$ cat src/rtl/flash_seq_pkg.sv
package flash_seq_pkg;

    localparam logic [3:0] OP_READ      = 4'd0;
    localparam logic [3:0] OP_READ_HI   = 4'd1;
    localparam logic [3:0] OP_READ_SPR  = 4'd2;
    localparam logic [3:0] OP_PRG_SETUP = 4'd3;
    localparam logic [3:0] OP_PRG_GO    = 4'd4;
    localparam logic [3:0] OP_ERS_START = 4'd5;
    localparam logic [3:0] OP_ERS_GO    = 4'd6;
    localparam logic [3:0] OP_ID        = 4'd7;
    localparam logic [3:0] OP_STAT      = 4'd8;

    localparam logic [7:0] CB_READ    = 8'h00;
    localparam logic [7:0] CB_CONFIRM = 8'h30;
    localparam logic [7:0] CB_SETUP   = 8'h80;
    localparam logic [7:0] CB_COMMIT  = 8'h10;
    localparam logic [7:0] CB_ERS1    = 8'h60;
    localparam logic [7:0] CB_ERS2    = 8'hD0;
    localparam logic [7:0] CB_ID      = 8'h90;
    localparam logic [7:0] CB_STAT    = 8'h70;

    typedef enum logic [2:0] {
        K_CMD   = 3'd0,
        K_ADDR  = 3'd1,
        K_XOUT  = 3'd2,
        K_XIN   = 3'd3,
        K_XID   = 3'd4,
        K_XSTAT = 3'd5
    } item_kind_t;

    typedef enum logic [2:0] {
        S_IDLE, S_PRE, S_CMD, S_COL_LO, S_COL_HI, S_ROW, S_CONF, S_XFER
    } seq_state_t;

    typedef struct packed {
        logic       ok;
        logic       pre_in;
        logic [7:0] cmd;
        logic       col_force;
        logic       col_opt;
        logic       page_ok;
        logic       read_like;
        logic       post_en;
        item_kind_t post_kind;
        logic       setup;
    } op_dec_t;

endpackage

$ cat src/rtl/fseq_decode.sv
module fseq_decode
    import flash_seq_pkg::*;
(
    input  logic [3:0] op,
    output op_dec_t    dec
);
    always_comb begin
        dec = '0;
        dec.post_kind = K_XOUT;
        unique case (op)
            OP_READ, OP_READ_HI, OP_READ_SPR, OP_PRG_SETUP: begin
                dec.ok        = 1'b1;
                dec.cmd       = CB_READ;
                dec.col_force = 1'b1;
                dec.page_ok   = 1'b1;
                dec.read_like = 1'b1;
                dec.post_en   = 1'b1;
                dec.setup     = (op == OP_PRG_SETUP);
            end
            OP_PRG_GO: begin
                dec.ok     = 1'b1;
                dec.pre_in = 1'b1;
                dec.cmd    = CB_COMMIT;
            end
            OP_ERS_START, OP_ERS_GO: begin
                dec.ok      = 1'b1;
                dec.cmd     = (op == OP_ERS_START) ? CB_ERS1 : CB_ERS2;
                dec.col_opt = 1'b1;
                dec.page_ok = 1'b1;
            end
            OP_ID, OP_STAT: begin
                dec.ok        = 1'b1;
                dec.cmd       = (op == OP_ID) ? CB_ID : CB_STAT;
                dec.col_opt   = 1'b1;
                dec.page_ok   = 1'b1;
                dec.post_en   = 1'b1;
                dec.post_kind = (op == OP_ID) ? K_XID : K_XSTAT;
            end
            default: dec.ok = 1'b0;
        endcase
    end
endmodule

$ cat src/rtl/fseq_coltrack.sv
module fseq_coltrack
    import flash_seq_pkg::*;
#(
    parameter int COL_W = 16
) (
    input  logic             clk,
    input  logic             rst_n,
    input  logic             take,
    input  logic [3:0]       op,
    input  logic [COL_W-1:0] col,
    input  logic             col_vld,
    input  logic             bus16,
    output logic [COL_W-1:0] col_q,
    output logic             spare_q
);
    localparam logic [COL_W-1:0] HALF_OFS = COL_W'(256);

    logic [COL_W-1:0] base;
    assign base = col_vld ? col : '0;

    always_ff @(posedge clk or negedge rst_n) begin
        if (!rst_n) begin
            col_q   <= '0;
            spare_q <= 1'b0;
        end else if (take) begin
            spare_q <= (op == OP_READ_SPR);
            if (op == OP_READ_HI)
                col_q <= base + HALF_OFS;
            else if (op == OP_STAT)
                col_q <= {{(COL_W-1){1'b0}}, bus16};
            else
                col_q <= base;
        end
    end
endmodule

$ cat src/rtl/flash_cmd_seq.sv
module flash_cmd_seq
    import flash_seq_pkg::*;
#(
    parameter int COL_W   = 16,
    parameter int PAGE_W  = 24,
    parameter int ROW_MAX = 3,
    localparam int ROWC_W = $clog2(ROW_MAX + 1)
) (
    input  logic              clk,
    input  logic              rst_n,
    input  logic              cfg_large_page,
    input  logic [ROWC_W-1:0] cfg_row_bytes,
    input  logic              cfg_bus16,
    input  logic              req_valid,
    output logic              req_ready,
    input  logic [3:0]        req_op,
    input  logic [COL_W-1:0]  req_col,
    input  logic              req_col_vld,
    input  logic [PAGE_W-1:0] req_page,
    input  logic              req_page_vld,
    output logic              out_valid,
    input  logic              out_ready,
    output logic [2:0]        out_kind,
    output logic [7:0]        out_byte,
    output logic [COL_W-1:0]  col_out,
    output logic              spare_out
);
    seq_state_t        state, state_n;
    op_dec_t           dec;
    logic [7:0]        cmd_q;
    logic [COL_W-1:0]  cadr_q;
    logic              send_col_q, send_page_q, read_like_q, post_en_q, setup_q;
    item_kind_t        post_kind_q;
    logic [PAGE_W-1:0] page_sh, page_hold;
    logic [ROWC_W-1:0] row_idx, row_lim;
    logic              take, good_take, fire, row_last, addr_exit, fin_now, load_setup;
    seq_state_t        addr_next, fin_next;
    item_kind_t        kind_c;

    fseq_decode u_dec (.op(req_op), .dec(dec));

    assign take      = req_valid && req_ready;
    assign good_take = take && dec.ok;
    assign fire      = out_valid && out_ready;

    fseq_coltrack #(.COL_W(COL_W)) u_col (
        .clk(clk), .rst_n(rst_n), .take(good_take), .op(req_op),
        .col(req_col), .col_vld(req_col_vld), .bus16(cfg_bus16),
        .col_q(col_out), .spare_q(spare_out)
    );

    always_comb begin
        if (cfg_row_bytes == '0)
            row_lim = ROWC_W'(1);
        else if (cfg_row_bytes > ROWC_W'(ROW_MAX))
            row_lim = ROWC_W'(ROW_MAX);
        else
            row_lim = cfg_row_bytes;
    end
    assign row_last = (row_idx == row_lim - ROWC_W'(1));

    assign fin_next  = setup_q ? S_CMD : S_IDLE;
    assign addr_next = (read_like_q && cfg_large_page) ? S_CONF :
                       post_en_q ? S_XFER : fin_next;
    assign addr_exit = (state == S_CMD    && !send_col_q && !send_page_q) ||
                       (state == S_COL_LO && !cfg_large_page && !send_page_q) ||
                       (state == S_COL_HI && !send_page_q) ||
                       (state == S_ROW    && row_last);
    assign fin_now    = (state == S_XFER) ||
                        (addr_exit && !(read_like_q && cfg_large_page) && !post_en_q);
    assign load_setup = fire && fin_now && setup_q;

    // next-state logic
    always_comb begin
        state_n = state;
        unique case (state)
            S_IDLE:   if (good_take) state_n = dec.pre_in ? S_PRE : S_CMD;
            S_PRE:    if (fire) state_n = S_CMD;
            S_CMD:    if (fire) state_n = send_col_q ? S_COL_LO :
                                          send_page_q ? S_ROW : addr_next;
            S_COL_LO: if (fire) state_n = cfg_large_page ? S_COL_HI :
                                          send_page_q ? S_ROW : addr_next;
            S_COL_HI: if (fire) state_n = send_page_q ? S_ROW : addr_next;
            S_ROW:    if (fire && row_last) state_n = addr_next;
            S_CONF:   if (fire) state_n = S_XFER;
            S_XFER:   if (fire) state_n = fin_next;
            default:  state_n = S_IDLE;
        endcase
    end

    // state register and sequence context
    always_ff @(posedge clk or negedge rst_n) begin
        if (!rst_n) begin
            state       <= S_IDLE;
            cmd_q       <= '0;
            cadr_q      <= '0;
            send_col_q  <= 1'b0;
            send_page_q <= 1'b0;
            read_like_q <= 1'b0;
            post_en_q   <= 1'b0;
            post_kind_q <= K_XOUT;
            setup_q     <= 1'b0;
            page_sh     <= '0;
            page_hold   <= '0;
            row_idx     <= '0;
        end else begin
            state <= state_n;
            if (good_take) begin
                cmd_q       <= dec.cmd;
                cadr_q      <= dec.col_force ? '0 : req_col;
                send_col_q  <= dec.col_force || (dec.col_opt && req_col_vld);
                send_page_q <= dec.page_ok && req_page_vld;
                read_like_q <= dec.read_like;
                post_en_q   <= dec.post_en;
                post_kind_q <= dec.post_kind;
                setup_q     <= dec.setup;
                page_sh     <= req_page;
                page_hold   <= req_page;
                row_idx     <= '0;
            end else if (load_setup) begin
                cmd_q       <= CB_SETUP;
                cadr_q      <= '0;
                send_col_q  <= 1'b1;
                read_like_q <= 1'b0;
                post_en_q   <= 1'b0;
                setup_q     <= 1'b0;
                page_sh     <= page_hold;
                row_idx     <= '0;
            end else if (fire && state == S_ROW) begin
                page_sh <= page_sh >> 8;
                row_idx <= row_idx + ROWC_W'(1);
            end
        end
    end

    // outputs
    always_comb begin
        out_valid = 1'b1;
        kind_c    = K_CMD;
        out_byte  = 8'h00;
        unique case (state)
            S_IDLE:   out_valid = 1'b0;
            S_PRE:    kind_c = K_XIN;
            S_CMD:    out_byte = cmd_q;
            S_COL_LO: begin kind_c = K_ADDR; out_byte = cadr_q[7:0];  end
            S_COL_HI: begin kind_c = K_ADDR; out_byte = cadr_q[15:8]; end
            S_ROW:    begin kind_c = K_ADDR; out_byte = page_sh[7:0]; end
            S_CONF:   out_byte = CB_CONFIRM;
            S_XFER:   kind_c = post_kind_q;
            default:  out_valid = 1'b0;
        endcase
        out_kind  = kind_c;
        req_ready = (state == S_IDLE);
    end
endmodule

$ cat config.mk
export PLATFORM = sky130hd
export DESIGN_NAME = flash_cmd_seq
export DESIGN_NICKNAME = d
export VERILOG_FILES = /design/src/rtl/flash_seq_pkg.sv /design/src/rtl/fseq_decode.sv /design/src/rtl/fseq_coltrack.sv /design/src/rtl/flash_cmd_seq.sv
export SDC_FILE = /design/constraint.sdc
export NUM_CORES = 1
export LEC_CHECK = 0
export ABC_AREA = 1
export BUFFER_PORTS_ARGS = -buffer_cell sky130_fd_sc_hd__buf_2
export CAP_MARGIN = 0
export CORE_ASPECT_RATIO = 1.4
export CORE_MARGIN = 2
export CORE_UTILIZATION = 50
export CTS_BUF_LIST = sky130_fd_sc_hd__clkbuf_2
export DETAILED_ROUTE_END_ITERATION = 12
export PLACE_DENSITY = 0.73
export SYNTH_ARGS = -nofsm -noshare
export SYNTH_HDL_FRONTEND = slang
export SYNTH_SLANG_ARGS = --single-unit
$ cat constraint.sdc
create_clock -name clk -period 1.7 [get_ports clk]
set_clock_uncertainty 0.2 [all_clocks]
set_input_delay 0.17 -clock clk [delete_from_list [all_inputs] [get_ports clk]]
set_output_delay 0.17 -clock clk [all_outputs]
set_load 0.01 [all_outputs]
Word level (Yosys, flattened, before mapping)
Cells that the tools add are included.
{ "classes": {"add_sub_neg": 3, "n_lt_le_gt_ge": 1, "n_eq_ne": 24, "mux": 53, "reduce_logical": 42} }
{ "op_table": {"columns": ["operator", "n"], "rows": [
  ["two-way mux 16 bit", 6],
  ["two-way mux 24 bit", 3],
  ["two-way mux 3 bit", 14],
  ["case mux 8 bit (5 select lines)", 1],
  ["two-way mux 8 bit", 4],
  ["case mux 3 bit (8 select lines)", 1],
  ["case mux 8 bit (3 select lines)", 1],
  ["logical AND 1 bit", 18],
  ["adder 16 x 9 -> 16 bit, second input constant", 1],
  ["== test 4 x 3 -> 1 bit, second input constant", 4],
  ["two-way mux 1 bit", 15],
  ["two-way mux 2 bit", 7],
  ["== test 3 bit, second input constant", 4],
  ["!= test 2 bit, second input constant", 6],
  ["case mux 3 bit (3 select lines)", 1],
  ["OR reduction 9 bit", 1],
  ["== test 4 x 2 -> 1 bit, second input constant", 2],
  ["AND reduction 8 bit", 1],
  ["OR reduction 4 bit", 2],
  ["OR reduction 8 bit", 1],
  ["== test 3 x 2 -> 1 bit, second input constant", 2],
  ["OR reduction 6 bit", 1],
  ["zero test 1 bit", 5],
  ["logical OR 1 bit", 5],
  ["other kinds (15)", 17]
]} }
{ "word_totals": {"reg_bits": 102, "in_bits": 54, "output_inout_bits": 30, "wordCells": 137} }

Depth between registers and ports, before layout
{ "logic_depth": {"word_depth": 14, "depth_mapped": 13, "mapped_depth_nobuf": 13} }

Hierarchy
A second synthesis with hierarchy kept.
{ "hier_totals": {"cells_unflattened": 727, "area_unflattened_um2": 5372.7} }
{ "modules_own_cells": {"columns": ["mod", "instances", "cells_each", "area_each_um2", "seq_area_each_um2"], "rows": [
  ["flash_cmd_seq", 1, 541, 4137.7, 2128.3],
  ["fseq_coltrack", 1, 146, 1031.0, 425.4],
  ["fseq_decode", 1, 40, 203.9, 0.0]
]} }

Worst setup path before layout
OpenSTA, ideal clock, no wires.
{ "synth_path": {"kind": "register to register", "startpoint": "register state[2]", "endpoint": "register u_col.col_q[10]", "setup_time_ps": 121, "arrival_ps": 1508, "required_ps": 1379, "slack_ps": -129, "path_stages_with_launch": 8, "n_path_buf": 2, "synth_period_minus_slack_ps": 1829, "path_cell_list": "dfrtp_1 -> inv_2 -> nand2_2 -> nor2_2 -> nand2_4 -> buf_4 -> buf_2 -> a22o_1"} }
{ "synth_between": {"elab_chain_len": 3} }
{ "synth_lines": {"columns": ["item", "line_no", "rtl"], "rows": [
  ["from (decl)", "flash_cmd_seq.sv:28", "seq_state_t state, state_n;"],
  ["from (signal assigned)", "flash_cmd_seq.sv:107", "state <= state_n;"],
  ["zero test 3 bit", "flash_cmd_seq.sv:153", "req_ready = (state == S_IDLE);"],
  ["logical AND 1 bit", "flash_cmd_seq.sv:42", "assign take = req_valid && req_ready;"],
  ["logical AND 1 bit", "flash_cmd_seq.sv:43", "assign good_take = take && dec.ok;"],
  ["to (signal assigned)", "fseq_coltrack.sv:28", "col_q <= base + HALF_OFS;"],
  ["to (signal assigned)", "fseq_coltrack.sv:30", "col_q <= {{(COL_W-1){1'b0}}, bus16};"],
  ["to (signal assigned)", "fseq_coltrack.sv:32", "col_q <= base;"],
  ["to (decl)", "fseq_coltrack.sv:13", "output logic [COL_W-1:0] col_q,"]
]} }
No other way between the ends.
A chain may end at the register's enable or synchronous reset.

Worst setup path in the final report
{ "layout_path": {"startpoint": "register state[0]", "endpoint": "output out_byte[4]"} }
{ "layout_between": {"elab_chain_len": 2, "elab_cells_between_ends": 6, "classes_between": "5 x eq/ne; 1 x mux"} }
{ "layout_lines": {"columns": ["item", "line_no", "rtl"], "rows": [
  ["== test 3 bit or == test 3 x 2 -> 1 bit (tied branches)", "flash_cmd_seq.sv:141", "unique case (state)"],
  ["case mux 8 bit (5 select lines) *", "flash_cmd_seq.sv:141", null],
  ["to (decl)", "flash_cmd_seq.sv:24", "output logic [7:0] out_byte,"]
]} }
Mark *: on every way between the ends. The rest lies on a longest branch, timed or not.

==> flow_summary_export.csv <==
group,metric,value,unit
outcome,outcome,"finished, violations left",
outcome,violations,"hold timing, setup timing",
timing,rsz0062_at_grt,"yes",
hold_path,hold_class,"input port to flop",
layout,design_area,0.00792,mm2
floorplan,core_area,0.00979,mm2
timing,post-route-period-util,143,%
route,viasPerCell,5.45,
layout,stdcell_count,1025,
place,io_buffers,83,
layout,fillers,591,
layout,regArea,0.00246,mm2
timing,tns,-51.69,ns
route,firstDrtPassIters,5,
logic_synthesis,synthXorXnorAreaFrac,0.176,%
floorplan,pin_count,84,
place,placed_cells,913,
logic_synthesis,synth_cell_types,40,
setup_path,cp_max_fo,5,
layout,drive_above_1_share,40.4,%
global_route,antenna_found_initial,0,
global_route,first_global_vias,5457,
place,gp_congestion,0.955,
floorplan,initial_core_util,50.8,%
clocking,cts_tree,"yes",
logic_synthesis,synth_nets,695,
logic_synthesis,synth-simple-area-share,26.8,%
timing,finalMaxSlewViolations,0,
timing,setup_slack,-0.724,ns
power,power_density,1450,mW/mm2
route,drtIter0Drc,488,
power,finalPower,11.5,mW
global_route,grt_overflow,0,
global_route,grt_max_degree,68,
clocking,cts_buffer_depth,2,
global_route,grt_pass1_wl,25300,um
place,hpwl,10200,um
timing,setup_viol,111,
setup_path,crit_path_end_kind,"primary output",
setup_path,critPathLaunchType,"flop",
setup_path,required,1.33,ns
place,placed_cell_area,0.00613,mm2
route,ant_nets,0,
floorplan,die_w,88.3,um
clocking,insertion_delay,0.60,ns
setup_path,arrival,2.05,ns
timing,relSlewSlack,66.7,%
logic_synthesis,synth.area.mux_share,0,%
timing,fmax,413,MHz
route,routed_wl,18300,um
logic_synthesis,synth_fa_ha_area_share,0.252,%
power,max-vdd-ir-drop,0.905,mV
clocking,cts_buffers,9,
global_route,grt_usage,30.8,%
clocking,clockRootBuffer,"clkbuf_2",
layout,syn_to_final_growth,59.2,%
power,p_leak,4.11,nW
place,dp_slack,-0.200,ns
logic_synthesis,synth_cells,640,
layout,multi_input_area,0.00254,mm2
route,dr_total_vias,5584,
logic_synthesis,syn_area,0.00497,mm2
timing,fin_hold_ws,-0.0287,ns
logic_synthesis,yosysSeqAreaShare,49.3,%
timing,min_period,2.42,ns
clocking,clock_sinks,98,
layout,nets,940,
logic_synthesis,ys_seq_elements,98,
timing,tightest_slew,0.497,ns
layout,n_antenna_cell,0,
setup_path,crit_type,"flop to primary output",
route,wire_per_inst,17.8,um
logic_synthesis,synth-compound-area-share,13.6,%
clocking,clkSlewWorstSetupHoldPaths,0.29,ns
job,max_cap_viol_count,0,
floorplan,die_area,0.0108,mm2
clocking,htreeDepth,3,
logic_synthesis,syn_avg_cell_area,7.77,um2
floorplan,rows,43,
logic_synthesis,synth_top_family_by_area,"simple AND/OR/NAND/NOR gates",
timing,hold_viol,3,
route,drc,0,
floorplan,die_y,122,um
logic_synthesis,ys_warn_count,0,
-- kinds of logic (layout without fill, tap and decap cells) --
| family | count (synthesis) | after routing |
|---|---|---|
| xor+xnor | 1 | 1 |
| compound gates | 110 | 110 |
| simple gates | 316 | 317 |
| flops | 98 | 98 |
| fa+ha+maj | 1 | 1 |
| buf+inv | 114 | 363 |
-- cell usage after synthesis (all sizes together) --
| master | n | area (um2) |
|---|---|---|
| buf | 21 | 140 |
| o21bai | 1 | 7.51 |
| or2 | 1 | 6.26 |
| dfrtp | 97 | 2430 |
| o211ai | 3 | 22.5 |
| nor3 | 2 | 10.0 |
| xor2 | 1 | 8.76 |
| o32ai | 1 | 8.76 |
| a21oi | 29 | 183 |
| a22oi | 1 | 7.51 |
| a22o | 2 | 17.5 |
| o31ai | 7 | 52.6 |
| inv | 88 | 330 |
| o21ai | 46 | 230 |
| o2111ai | 3 | 26.3 |
| o22ai | 8 | 50.1 |
| ha | 1 | 12.5 |
| clkbuf | 3 | 11.3 |
| a311oi | 1 | 8.76 |
| a221oi | 1 | 8.76 |
| nand3 | 36 | 220 |
| nor2 | 46 | 190 |
| nand2 | 229 | 892 |
| and3 | 1 | 6.26 |
| dfstp | 1 | 26.3 |
| clkinv | 2 | 7.51 |
| o221ai | 4 | 35.0 |
| a31oi | 3 | 18.8 |
| nor3b | 1 | 7.51 |
-- routing by layer --
layer / routed length, um / up-vias / share of wire (%) / track usage (%)
li1: - / 2526 / - / -
met1: 6350 / 2688 / 35 / 34.8
met2: 9680 / 283 / 53 / 53.3
met3: 1040 / 87 / 5.7 / 5.22
met4: 1190 / 0 / 6.5 / 18.3
met5: 0 / - / 0 / 0
-- flip-flops by register name, indices dropped and copies added (netlist names) --
signal / flops
send_col_q: 1
row_idx: 2
read_like_q: 1
u_col.spare_q: 1
post_kind_q: 3
state: 3
send_page_q: 1
setup_q: 1
u_col.col_q: 16
cmd_q: 4
page_sh: 24
page_hold: 24
cadr_q: 16
post_en_q: 1
-- cell type report --
type / instances / area share, %
Clock buffer: 11 / 0.695
Timing Repair Buffer: 257 / 29.1
Inverter: 90 / 4.60
Tap cell: 135 / 2.13
Clock inverter: 5 / 0.395
Sequential cell: 98 / 31.0
Multi-Input combinational cell: 429 / 32.1
-- through the flow --
step	util (%)	hold WS, ns
final	80.9	-0.0287
after global routing	80.9	-0.0118
after detailed placement	62.6	-0.232
after CTS	75.9	0.0847
after floorplan	-	-0.326
after global placement	62.6	-0.231
-- path summary, 6_finish.rpt --
path,startpoint,endpoint,slack (ns),cells past startpoint
worst max-delay path,state[0],out_byte[4],-0.72,7
max in group asynchronous,rst_n,state[1],0.40,4
worst min-delay path,req_op[3],u_col.col_q[8],-0.03,6
worst min register to register,u_col.col_q[15],u_col.col_q[15],0.32,2
worst max register to register,state[0],page_sh[14],-0.64,13
min in group asynchronous,rst_n,u_col.col_q[7],0.23,3
-- layout by cell type, fill, tap and decap left out, drive strengths merged, types with 3 or more instances in the layout --
cell,n
nand2,230
buf,194
dfrtp,97
inv,86
dlygate4sd3,56
nor2,46
o21ai,46
nand3,36
a21oi,29
clkbuf,16
o22ai,8
o31ai,7
clkinv,5
clkinvlp,4
o221ai,4
o211ai,3
a31oi,3
o2111ai,3
-- critical path, cell delays in order (launching register included) --
cell and delay, ns:
dfrtp_2 0.53, buf_12 0.15, nor2_4 0.09, buf_4 0.13, nand2_4 0.06, buf_6 0.14, o2111ai_2 0.20, buf_2 0.17
-- report_power, final --
group / leakage [nW] / switching [mW] / internal, mW
sequential: 1.22 / 0.694 / 3.38
combinational: 2.84 / 3.34 / 3.05
clock: 0.0516 / 0.799 / 0.195
total: 4.11 / 4.83 / 6.62
-- what timing repair did --
item / 4_1_cts / 5_1_grt
gates resized for setup: 133 / 64
gates cloned: 6 / 7
hold buffers: 56 / 1
setup buffers: 18 / 9
pin swaps: 11 / 8
endpoints found under the hold margin: 194 / 3
setup endpoints to repair: 107 / 111
Note: power is estimated with default switching activity, not from simulation.
